--- src/rtl/bridge_pkg.sv ---
package bridge_pkg;
  typedef logic [7:0] byte_t;

  // Clock cycles per bit, rounded to the nearest integer.
  function automatic int div_round(input int clk_hz, input int baud);
    return (clk_hz + baud / 2) / baud;
  endfunction
endpackage

--- src/rtl/uart_rx.sv ---
module uart_rx #(
  parameter int DIV = 54
) (
  input  logic               clk,
  input  logic               rst_n,
  input  logic               rxd,
  output logic               out_valid,
  output bridge_pkg::byte_t  out_data
);
  localparam int CW   = $clog2(DIV);
  localparam int HALF = DIV / 2;

  typedef enum logic [1:0] {S_IDLE, S_START, S_DATA, S_STOP} rx_state_e;

  rx_state_e         state;
  logic [CW-1:0]     cnt;
  logic [2:0]        bitn;
  logic [1:0]        sync;
  bridge_pkg::byte_t shreg;
  logic              line;

  assign line = sync[1];

  always_ff @(posedge clk) begin
    if (!rst_n) begin
      sync      <= 2'b11;
      state     <= S_IDLE;
      cnt       <= '0;
      bitn      <= '0;
      shreg     <= '0;
      out_valid <= 1'b0;
      out_data  <= '0;
    end else begin
      sync      <= {sync[0], rxd};
      out_valid <= 1'b0;
      case (state)
        S_IDLE: begin
          cnt <= '0;
          if (!line) state <= S_START;
        end
        S_START: begin
          if (cnt == CW'(HALF - 1)) begin
            cnt  <= '0;
            bitn <= '0;
            state <= line ? S_IDLE : S_DATA;
          end else begin
            cnt <= cnt + 1'b1;
          end
        end
        S_DATA: begin
          if (cnt == CW'(DIV - 1)) begin
            cnt   <= '0;
            shreg <= {line, shreg[7:1]};
            if (bitn == 3'd7) state <= S_STOP;
            bitn <= bitn + 1'b1;
          end else begin
            cnt <= cnt + 1'b1;
          end
        end
        S_STOP: begin
          if (cnt == CW'(DIV - 1)) begin
            cnt   <= '0;
            state <= S_IDLE;
            if (line) begin
              out_valid <= 1'b1;
              out_data  <= shreg;
            end
          end else begin
            cnt <= cnt + 1'b1;
          end
        end
        default: state <= S_IDLE;
      endcase
    end
  end
endmodule

--- src/rtl/uart_tx.sv ---
module uart_tx #(
  parameter int DIV = 54
) (
  input  logic               clk,
  input  logic               rst_n,
  input  logic               in_valid,
  output logic               in_ready,
  input  bridge_pkg::byte_t  in_data,
  output logic               txd
);
  localparam int CW = $clog2(DIV);

  logic          busy;
  logic [CW-1:0] cnt;
  logic [3:0]    bitn;
  logic [9:0]    frame;

  assign in_ready = !busy;
  assign txd      = frame[0];

  always_ff @(posedge clk) begin
    if (!rst_n) begin
      busy  <= 1'b0;
      cnt   <= '0;
      bitn  <= '0;
      frame <= '1;
    end else if (!busy) begin
      if (in_valid) begin
        busy  <= 1'b1;
        cnt   <= '0;
        bitn  <= '0;
        frame <= {1'b1, in_data, 1'b0};
      end
    end else if (cnt == CW'(DIV - 1)) begin
      cnt   <= '0;
      frame <= {1'b1, frame[9:1]};
      bitn  <= bitn + 1'b1;
      if (bitn == 4'd9) busy <= 1'b0;
    end else begin
      cnt <= cnt + 1'b1;
    end
  end
endmodule

--- src/rtl/byte_fifo.sv ---
module byte_fifo #(
  parameter int DEPTH = 8,
  localparam int LW   = $clog2(DEPTH + 1),
  localparam int AW   = (DEPTH > 1) ? $clog2(DEPTH) : 1
) (
  input  logic               clk,
  input  logic               rst_n,
  input  logic               wr_valid,
  input  bridge_pkg::byte_t  wr_data,
  input  logic               rd_ready,
  output bridge_pkg::byte_t  rd_data,
  output logic [LW-1:0]      level,
  output logic               dropped
);
  bridge_pkg::byte_t mem [DEPTH];
  logic [AW-1:0] wptr, rptr;
  logic full, push, pop;

  assign full    = (level == LW'(DEPTH));
  assign push    = wr_valid && !full;
  assign pop     = rd_ready && (level != '0);
  assign rd_data = mem[rptr];

  function automatic logic [AW-1:0] bump(input logic [AW-1:0] p);
    return (p == AW'(DEPTH - 1)) ? '0 : p + 1'b1;
  endfunction

  always_ff @(posedge clk) begin
    if (push) mem[wptr] <= wr_data;
  end

  always_ff @(posedge clk) begin
    if (!rst_n) begin
      wptr    <= '0;
      rptr    <= '0;
      level   <= '0;
      dropped <= 1'b0;
    end else begin
      if (push) wptr <= bump(wptr);
      if (pop)  rptr <= bump(rptr);
      case ({push, pop})
        2'b10:   level <= level + 1'b1;
        2'b01:   level <= level - 1'b1;
        default: level <= level;
      endcase
      if (wr_valid && full) dropped <= 1'b1;
    end
  end
endmodule

--- src/rtl/serial_rate_bridge.sv ---
module serial_rate_bridge #(
  parameter int CLK_HZ        = 6_250_000,
  parameter int HOST_BAUD     = 115_200,
  parameter int LEGACY_BAUD   = 9_600,
  parameter int FIFO_DEPTH    = 8,
  parameter int DTR_OFF_LEVEL = 4,
  parameter int DTR_ON_LEVEL  = 1
) (
  input  logic clk,
  input  logic rst_n,
  input  logic host_rxd,
  output logic host_txd,
  output logic host_dtr,
  input  logic legacy_rxd,
  output logic legacy_txd,
  output logic h2l_overflow,
  output logic l2h_overflow
);
  import bridge_pkg::*;

  localparam int HOST_DIV   = div_round(CLK_HZ, HOST_BAUD);
  localparam int LEGACY_DIV = div_round(CLK_HZ, LEGACY_BAUD);
  localparam int LW         = $clog2(FIFO_DEPTH + 1);

  // host -> legacy lane
  logic          h2l_rx_valid, h2l_tx_ready;
  byte_t         h2l_rx_data, h2l_head;
  logic [LW-1:0] h2l_level;

  uart_rx #(.DIV(HOST_DIV)) u_host_rx (
    .clk(clk), .rst_n(rst_n), .rxd(host_rxd),
    .out_valid(h2l_rx_valid), .out_data(h2l_rx_data));

  byte_fifo #(.DEPTH(FIFO_DEPTH)) u_h2l_fifo (
    .clk(clk), .rst_n(rst_n), .wr_valid(h2l_rx_valid), .wr_data(h2l_rx_data),
    .rd_ready(h2l_tx_ready), .rd_data(h2l_head), .level(h2l_level),
    .dropped(h2l_overflow));

  uart_tx #(.DIV(LEGACY_DIV)) u_legacy_tx (
    .clk(clk), .rst_n(rst_n), .in_valid(h2l_level != '0),
    .in_ready(h2l_tx_ready), .in_data(h2l_head), .txd(legacy_txd));

  // legacy -> host lane
  logic          l2h_rx_valid, l2h_tx_ready;
  byte_t         l2h_rx_data, l2h_head;
  logic [LW-1:0] l2h_level;

  uart_rx #(.DIV(LEGACY_DIV)) u_legacy_rx (
    .clk(clk), .rst_n(rst_n), .rxd(legacy_rxd),
    .out_valid(l2h_rx_valid), .out_data(l2h_rx_data));

  byte_fifo #(.DEPTH(FIFO_DEPTH)) u_l2h_fifo (
    .clk(clk), .rst_n(rst_n), .wr_valid(l2h_rx_valid), .wr_data(l2h_rx_data),
    .rd_ready(l2h_tx_ready), .rd_data(l2h_head), .level(l2h_level),
    .dropped(l2h_overflow));

  uart_tx #(.DIV(HOST_DIV)) u_host_tx (
    .clk(clk), .rst_n(rst_n), .in_valid(l2h_level != '0),
    .in_ready(l2h_tx_ready), .in_data(l2h_head), .txd(host_txd));

  // DTR with hysteresis on host->legacy occupancy
  always_ff @(posedge clk) begin
    if (!rst_n)                            host_dtr <= 1'b1;
    else if (h2l_level >= LW'(DTR_OFF_LEVEL)) host_dtr <= 1'b0;
    else if (h2l_level <= LW'(DTR_ON_LEVEL))  host_dtr <= 1'b1;
  end
endmodule

--- config.mk ---
export PLATFORM = sky130hd
export DESIGN_NAME = serial_rate_bridge
export DESIGN_NICKNAME = d
export VERILOG_FILES = /design/src/rtl/bridge_pkg.sv /design/src/rtl/uart_rx.sv /design/src/rtl/uart_tx.sv /design/src/rtl/byte_fifo.sv /design/src/rtl/serial_rate_bridge.sv
export SDC_FILE = /design/constraint.sdc
export NUM_CORES = 1
export LEC_CHECK = 0
export ABC_AREA = 1
export BUFFER_PORTS_ARGS = -buffer_cell sky130_fd_sc_hd__clkbuf_2
export CORE_MARGIN = 5
export CORE_UTILIZATION = 49
export CTS_BUF_LIST = sky130_fd_sc_hd__clkbuf_8
export CTS_CLUSTER_SIZE = 24
export DETAILED_ROUTE_END_ITERATION = 8
export PLACE_DENSITY_LB_ADDON = 0.05
export SYNTH_ARGS = -nofsm -noshare
export SYNTH_HDL_FRONTEND = slang
export SYNTH_SLANG_ARGS = --single-unit
--- constraint.sdc ---
create_clock -name clk -period 2.08 [get_ports clk]
set_input_delay 0.416 -clock clk [delete_from_list [all_inputs] [get_ports clk]]
set_output_delay 0.416 -clock clk [all_outputs]
set_load 0.03 [all_outputs]
==> results of run 1 <==
-- power by group --
group	switching, mW	total [mW]	internal (mW)	leakage [nW]
registers	0.317	6.11	5.79	2.11
clock network	2.01	4.39	2.38	0.522
logic	2.60	3.96	1.36	2.19
-- worst register-to-register path, cell delays in order (launching register included) --
cell,delay (ps)
sky130_fd_sc_hd__dfxtp_1,380
sky130_fd_sc_hd__inv_1,120
sky130_fd_sc_hd__ha_1,240
sky130_fd_sc_hd__nand3_1,120
sky130_fd_sc_hd__nand2_2,110
sky130_fd_sc_hd__ha_4,280
sky130_fd_sc_hd__nor2_1,110
sky130_fd_sc_hd__nand4_1,110
sky130_fd_sc_hd__o31ai_2,90
sky130_fd_sc_hd__o21ai_0,100
sky130_fd_sc_hd__a21oi_1,150
-- Yosys cell counts, types with 2 or more instances --
| library cell | number | area share (%) |
|---|---|---|
| sky130_fd_sc_hd__a21oi_1 | 59 | 2.6 |
| sky130_fd_sc_hd__a22oi_1 | 2 | 0.13 |
| sky130_fd_sc_hd__buf_1 | 3 | 0.099 |
| sky130_fd_sc_hd__buf_2 | 8 | 0.35 |
| sky130_fd_sc_hd__clkbuf_1 | 26 | 0.86 |
| sky130_fd_sc_hd__clkinv_1 | 2 | 0.066 |
| sky130_fd_sc_hd__dfxtp_1 | 137 | 24 |
| sky130_fd_sc_hd__edfxtp_1 | 128 | 34 |
| sky130_fd_sc_hd__ha_1 | 44 | 4.8 |
| sky130_fd_sc_hd__inv_1 | 93 | 3.1 |
| sky130_fd_sc_hd__inv_2 | 5 | 0.16 |
| sky130_fd_sc_hd__nand2_1 | 181 | 6.0 |
| sky130_fd_sc_hd__nand2_2 | 5 | 0.27 |
| sky130_fd_sc_hd__nand2_4 | 2 | 0.20 |
| sky130_fd_sc_hd__nand3_1 | 95 | 4.2 |
| sky130_fd_sc_hd__nand3_2 | 2 | 0.18 |
| sky130_fd_sc_hd__nand3b_1 | 6 | 0.40 |
| sky130_fd_sc_hd__nand4_1 | 11 | 0.60 |
| sky130_fd_sc_hd__nor2_1 | 180 | 5.9 |
| sky130_fd_sc_hd__nor2_2 | 10 | 0.55 |
| sky130_fd_sc_hd__nor2_4 | 3 | 0.30 |
| sky130_fd_sc_hd__nor3_1 | 12 | 0.53 |
| sky130_fd_sc_hd__nor3_2 | 2 | 0.18 |
| sky130_fd_sc_hd__nor3_4 | 3 | 0.43 |
| sky130_fd_sc_hd__o211a_1 | 4 | 0.35 |
| sky130_fd_sc_hd__o21ai_0 | 111 | 4.9 |
| sky130_fd_sc_hd__o21ai_1 | 3 | 0.13 |
| sky130_fd_sc_hd__o22ai_1 | 28 | 1.5 |
| sky130_fd_sc_hd__o31ai_1 | 2 | 0.13 |
| sky130_fd_sc_hd__or2_2 | 5 | 0.27 |
| sky130_fd_sc_hd__xnor2_1 | 7 | 0.54 |
| sky130_fd_sc_hd__xor2_1 | 9 | 0.69 |
-- state kept, by name (all words and copies together) (netlist names), 3 cells and up, named ones only --
name and flops:
u_h2l_fifo.mem 64, u_l2h_fifo.mem 64, u_legacy_rx.cnt 10, u_legacy_tx.cnt 10, u_host_tx.frame 9, u_legacy_tx.frame 9
u_host_rx.out_data 8, u_host_rx.shreg 8, u_legacy_rx.out_data 8, u_legacy_rx.shreg 8, u_host_rx.cnt 6, u_host_tx.cnt 6
u_h2l_fifo.level 4, u_host_tx.bitn 4, u_l2h_fifo.level 4, u_legacy_tx.bitn 4, u_h2l_fifo.rptr 3, u_h2l_fifo.wptr 3
u_host_rx.bitn 3, u_l2h_fifo.rptr 3, u_l2h_fifo.wptr 3, u_legacy_rx.bitn 3
-- worst paths after layout --
| kind | depth (start not counted) | to | slack [ps] |
|---|---|---|---|
| max | 10 | u_h2l_fifo.level[3]$_SDFFE_PN0P_ | 210 |
| min | 2 | u_legacy_rx.sync[0]$_SDFF_PN1_ | 50 |
| max reg2reg | 10 | u_h2l_fifo.level[3]$_SDFFE_PN0P_ | 210 |
| min reg2reg | 1 | u_host_rx.sync[1]$_SDFF_PN1_ | 410 |
-- cell type report --
class | instances | area, sq um | area share, %
clock buffer | 51 | 702 | 5.47
clock inverter | 32 | 169 | 1.32
inverter | 101 | 382 | 2.97
multi-input combinational | 800 | 4270 | 33.3
sequential | 265 | 6590 | 51.3
tap | 313 | 392 | 3.05
timing repair buffer | 44 | 335 | 2.61
-- stage by stage --
step                      total power, mW  std cells  hold WS, ps  area [sq um]
after floorplan                      9.04       1206          393         11400
after global placement               10.0       1523          394         11900
after detailed placement             10.1       1523          397         11900
after CTS                            14.5       1606         14.7         12800
after global routing                 15.5       1606         30.9         12800
final                                14.5       1606         53.1         12800
-- routing by layer --
metal  vias up  global-route usage, %  share of wire [%]
li1       4201                      -                  -
met1      3679                   25.6                 50
met2       129                   26.7                 44
met3        29                   3.19                4.8
met4         0                   4.88                1.6
met5         -                      0                  0
-- kinds of logic after synthesis --
| group | synth area share [%] |
|---|---|
| AO/OA/AOI/OAI | 10.3 |
| adder cells (fa/ha/maj) | 4.84 |
| XOR/XNOR | 1.23 |
| AND/OR/NAND/NOR | 20.8 |
| buffers and inverters | 5.00 |
| flip-flops | 57.9 |
-- timing repair --
action,CTS,global route
endpoints found under the hold margin,0,0
setup buffers,0,0
endpoints found under the setup margin,0,5
gates resized for setup,0,11
-- placed cells by master (no fill, tap or decap), types with 7 or more instances in the layout --
cell                       count
sky130_fd_sc_hd__a21oi_1      59
sky130_fd_sc_hd__buf_4        34
sky130_fd_sc_hd__clkbuf_2      8
sky130_fd_sc_hd__clkbuf_8     51
sky130_fd_sc_hd__dfxtp_1     136
sky130_fd_sc_hd__edfxtp_1    128
sky130_fd_sc_hd__ha_1         42
sky130_fd_sc_hd__inv_1       113
sky130_fd_sc_hd__nand2_1     180
sky130_fd_sc_hd__nand3_1      95
sky130_fd_sc_hd__nand4_1      11
sky130_fd_sc_hd__nor2_1      180
sky130_fd_sc_hd__nor2_2        9
sky130_fd_sc_hd__nor3_1       12
sky130_fd_sc_hd__o21ai_0     111
sky130_fd_sc_hd__o22ai_1      28
sky130_fd_sc_hd__xnor2_1       7
sky130_fd_sc_hd__xor2_1        7
==> flow_summary.ini, run 1 <==
[status]
status = completed

[clock_network]
ctsRootBufferMaster = sky130_fd_sc_hd__clkbuf_8
clk-insertion-delay-late_ps = 550
cts.clk_slew.worst_paths_ps = 60
cts_buffers = 45
ctsHoldBuffers = 0
cts.sink_count = 265
h-tree-depth = 2
tritoncts = built
clk_path_buf_depth = 3

[routing]
drt_drc_violations_left = 0
drt.antenna.violating_nets = 0
drt_pass1_iterations = 5
routed_wl_mm = 22.4
initialDrtViolationCount = 461
avgRoutedWirePerCell_microns = 14.0
via_count = 8038
routed_via_density = 5.00

[layout]
final.fill_count = 2053
utilization_pct = 56.4
insertedDiodeCount = 0
ratio_of_cells_with_drive_above_1_in_the_final_layout_pct = 12.1
final_nets = 1305
layout-area-overhead-vs-synth_pct = 12.9

[timing]
finalCritPeriodShare_pct = 89.8
finalHoldViolations = 0
fmax_mhz = 535
slew_at_the_pin_with_the_worst_max_slew_slack_ps = 548
final.setup.tns_ps = 0
report.final.slew_viol_count = 0
max-slew-margin-rel_pct = 63.3
minimum_period_implied_by_the_final_worst_setup_slack_ps = 1870
setup_ws_ps = 212
clock-skew-final_ps = 15.4
timing.final.setup_violations = 0

[critical_path]
worstReg2RegStart = u_h2l_fifo.level[0]$_SDFFE_PN0P_
critical_path.startpoint = u_h2l_fifo.level[0]$_SDFFE_PN0P_
cp_max_stage_delay_ps = 380
cp.buffers_inverters = 1
worst-path-max-fanout = 7
required_ps = 2560
worst-endpoint-arrival_ps = 2350
end_kind = register
largest_delay_contributor_family_on_the_critical_path = adder cells
timing.critical_path.from_type = register
cp_slowest_cell = sky130_fd_sc_hd__dfxtp_1
critical_path_class = register to register
cp_cell_sequence = inv_1 -> ha_1 -> nand3_1 -> nand2_2 -> ha_4 -> nor2_1 -> nand4_1 -> o31ai_2 -> o21ai_0 -> a21oi_1

[grt]
grt_use_total_pct = 17.5
global_route.overflow_total = 0
grt_pass1_vias = 7672
grt_max_degree = 73
grt_antenna_before_repair = 0
grt_pass1_wl_mm = 38.1

[logic_synthesis]
yosysUniqueCellTypes = 50
postSynthCellCount = 1206
syn-num-nets = 1254
yosysSeqAreaShare_pct = 57.9
netlist_area_sq_um = 11400
synth_enable_flop_cells = 128
count_of_warnings_emitted_by_yosys = 0
syn_avg_cell_area_sq_um = 9.43
synth_top_flop_cell = sky130_fd_sc_hd__dfxtp_1
seq_cells_post_synth = 265
synth-async-reset-ratio_pct = 0

[placed_design]
io_buffers = 8
place_congestion = 0.793
dp.final_hpwl_mm = 14.6
pre_cts_slack_ps = 77.3

[power_and_ir_drop]
worst_ir_drop_vdd_v = 0.000774
p_leak_nw = 4.82
pwr_density_cell_nw_per_um2 = 1130

[die]
die-width_microns = 162
chipHeight_microns = 162
core_region_area_sq_um = 22800
num_io_pins = 9
initial_utilization_pct = 49.9
floorplan.rows = 55
floorplan.die_area_sq_um = 26400

[job]
timing.max_cap.violations = 0

[min_path]
worstHoldPathType = input pin to register
timing.hold.worst.start = legacy_rxd
No activity file was read; power rests on OpenSTA's default activity.
==> run 2, diff against run 1 <==
--- a/config.mk
+++ b/config.mk
@@ -15,4 +15,5 @@
 export PLACE_DENSITY_LB_ADDON = 0.05
 export SYNTH_ARGS = -nofsm -noshare
 export SYNTH_HDL_FRONTEND = slang
+export SYNTH_HIERARCHICAL = 1
 export SYNTH_SLANG_ARGS = --single-unit
==> run 2 against run 1 <==
  * Non-clock buffer count grew 3
  * Hold slack better by 13 ps
  * Largest power group unchanged
  * Combinational power is 12% lower
  * Routed wire length up 0.51%
  * Synthesized area rose by 1.7%
==> flow_summary.ini, run 2 <==
[timing]
max-slew-margin-rel_pct = 70.9
setup_ws_ps = 213
fmax_mhz = 536
report.final.slew_viol_count = 0
clock-skew-final_ps = 17.7
rsz0062_at_grt = false
timing.final.setup_violations = 0
slew_at_the_pin_with_the_worst_max_slew_slack_ps = 435
finalCritPeriodShare_pct = 89.7
finalHoldViolations = 0
minimum_period_implied_by_the_final_worst_setup_slack_ps = 1870
final.setup.tns_ps = 0

[critical_path]
required_ps = 2500
worst-endpoint-arrival_ps = 2280
end_kind = register
critical_path_class = register to register
timing.critical_path.from_type = register
cp_slowest_cell = sky130_fd_sc_hd__dfxtp_2
cp_max_stage_delay_ps = 360
worst-path-max-fanout = 6
cp_cell_sequence = nor2_4 -> nand3_1 -> nand2_1 -> inv_2 -> ha_2 -> nor2_1 -> nor2_1 -> ha_1 -> a21oi_1 -> xnor2_1 -> o21ai_0 -> inv_1
crit_path_frequent_cell = sky130_fd_sc_hd__nor2_1

[die]
chipHeight_microns = 164
initial_utilization_pct = 49.6
die-width_microns = 164
num_io_pins = 9
floorplan.die_area_sq_um = 26800
core_region_area_sq_um = 23300
floorplan.rows = 56

[grt]
global_route.overflow_total = 0
grt_antenna_before_repair = 0
grt_use_total_pct = 17.3
grt_pass1_wl_mm = 38.3
grt_max_degree = 39
grt_pass1_vias = 7725

[routing]
routed_wl_mm = 22.6
drt_drc_violations_left = 0
routed_via_density = 4.91
drt_pass1_iterations = 4
initialDrtViolationCount = 511
drt.antenna.violating_nets = 0
avgRoutedWirePerCell_microns = 13.8
via_count = 8058

[clock_network]
cts_buffers = 47
clk_path_buf_depth = 3
ctsRootBufferMaster = sky130_fd_sc_hd__clkbuf_8
cts.sink_count = 265
tritoncts = built
cts.clk_slew.worst_paths_ps = 60
clk-insertion-delay-late_ps = 540
ctsHoldBuffers = 0
h-tree-depth = 2

[logic_synthesis]
synth_enable_flop_cells = 128
seq_cells_post_synth = 265
yosysSeqAreaShare_pct = 56.9
synth_compound_gate_area_share_pct = 10.5
synth_area_leader_cell = sky130_fd_sc_hd__edfxtp_1
post_synth_fa_ha_maj_area_fraction_pct = 3.46
yosysUniqueCellTypes = 49
netlist_area_sq_um = 11600
count_of_warnings_emitted_by_yosys = 6
synth_top_flop_cell = sky130_fd_sc_hd__dfxtp_1
post-synth-top-count-cell = sky130_fd_sc_hd__nand2_1
synthTopCellsByArea = sky130_fd_sc_hd__edfxtp_1, sky130_fd_sc_hd__dfxtp_1, sky130_fd_sc_hd__nand2_1, sky130_fd_sc_hd__nor2_1, sky130_fd_sc_hd__o21ai_0
top_cell_type_s_share_of_synthesized_area_pct = 33.2
multiplexer_share_of_the_synthesized_area_pct = 1.38
syn-num-nets = 1259
yosys.area_share.simple_pct = 20.2
synth-async-reset-ratio_pct = 0
postSynthCellCount = 1223
synth_xor_area_share_pct = 1.44
post_synth_most_frequent_cells = sky130_fd_sc_hd__nand2_1, sky130_fd_sc_hd__nor2_1, sky130_fd_sc_hd__dfxtp_1, sky130_fd_sc_hd__edfxtp_1, sky130_fd_sc_hd__inv_1
syn_avg_cell_area_sq_um = 9.46
synth_top_family_by_area = simple AND/OR/NAND/NOR gates

[layout]
top_regs = u_h2l_fifo/mem: 64 flops, u_l2h_fifo/mem: 64 flops
layoutNonFillerInstCount = 1640
insertedDiodeCount = 0
final_nets = 1319
mostFrequentLayoutCell = sky130_fd_sc_hd__nand2_1
layout_common_cells = sky130_fd_sc_hd__nand2_1, sky130_fd_sc_hd__nor2_1, sky130_fd_sc_hd__dfxtp_1
layout-area-overhead-vs-synth_pct = 11.4
ratio_of_cells_with_drive_above_1_in_the_final_layout_pct = 13.6

[placed_design]
dp.final_hpwl_mm = 15.0
placed_cells = 1552
pre_cts_slack_ps = 109
io_buffers = 8
place_congestion = 0.806

[min_path]
worstHoldPathType = input pin to register

[power_and_ir_drop]
p_leak_nw = 4.90
pwr_density_cell_nw_per_um2 = 1070
worst_ir_drop_vdd_v = 0.000555

[job]
timing.max_cap.violations = 0

[status]
status = completed
==> run 2: changes by cell type after synthesis, sizes merged, moves of 3 or more <==
cell    change
nand2      +52
nand3      -26
nor2       -25
clkbuf     -19
mux2i      +16
a21oi      +15
buf        +15
o21ai      +14
ha         -12
o22ai      -12
inv         +9
nor3        -9
or2         -3
==> run 2: cell type report <==
| cell class | instances | area (sq um) |
|---|---|---|
| Fill cell | 2158 | 10400 |
| Sequential cell | 265 | 6590 |
| Multi-Input combinational cell | 812 | 4290 |
| Clock buffer | 50 | 688 |
| Inverter | 110 | 414 |
| Tap cell | 319 | 399 |
| Timing Repair Buffer | 47 | 345 |
| Clock inverter | 37 | 160 |
==> run 2: metrics by stage <==
| stage | utilization (%) | hold WS (ps) | total power [mW] | area, sq um |
|---|---|---|---|---|
| floorplan | - | 393 | 8.94 | 11600 |
| global placement | 51.5 | 395 | 9.63 | 12000 |
| detailed placement | 51.5 | 402 | 9.63 | 12000 |
| CTS | 55.1 | 20.9 | 14.0 | 12900 |
| global route | 55.2 | 43.0 | 14.8 | 12900 |
| finish | 55.2 | 66.4 | 13.8 | 12900 |
==> run 2: report_power, final <==
| part | switching, mW | internal (mW) | leakage [nW] |
|---|---|---|---|
| clock network | 2.05 | 2.23 | 0.511 |
| logic | 2.24 | 1.26 | 2.28 |
| registers | 0.294 | 5.77 | 2.11 |
| total | 4.58 | 9.26 | 4.90 |
==> run 2: repair_timing <==
action                                  4_1_cts  5_1_grt
setup buffers                                 0        1
resized for setup                             0       11
endpoints found under the setup margin        0        2
==> run 2: worst max-delay path: cells and delay by family (launching register included) <==
family | cells | cell delay (ps)
AO/OA/AOI/OAI | 2 | 300
AND/OR/NAND/NOR | 5 | 500
adder cells (fa/ha/maj) | 2 | 370
XOR/XNOR | 1 | 90
buffers and inverters | 2 | 120
flip-flops | 1 | 360
==> run 2: worst paths after layout <==
| path | slack (ps) | start | depth (start not counted) | to |
|---|---|---|---|---|
| setup reg to reg | 210 | u_h2l_fifo/level[0]$_SDFFE_PN0P_ | 12 | u_h2l_fifo/level[2]$_SDFFE_PN0P_ |
| setup / recovery | 210 | u_h2l_fifo/level[0]$_SDFFE_PN0P_ | 12 | u_h2l_fifo/level[2]$_SDFFE_PN0P_ |
| hold reg to reg | 410 | u_legacy_rx/sync[0]$_SDFF_PN1_ | 1 | u_legacy_rx/sync[1]$_SDFF_PN1_ |
| hold / removal | 70 | legacy_rxd | 2 | u_legacy_rx/sync[0]$_SDFF_PN1_ |
==> run 2: kinds of logic after synthesis <==
group,after synthesis
DFF,265
AOI/OAI and AO/OA,228
xor gates and xnor gates,19
muxes,16
and+or+nand+nor,517
buffers and inverters,146
adders and majority gates,32
==> run 2: metal layers <==
metal,global-route usage (%),part of all wire (%),vias up
li1,-,-,4246
met1,24.3,49,3663
met2,27.5,45,119
met3,3.46,4.4,30
met4,4.54,1.6,0
met5,0,0,-
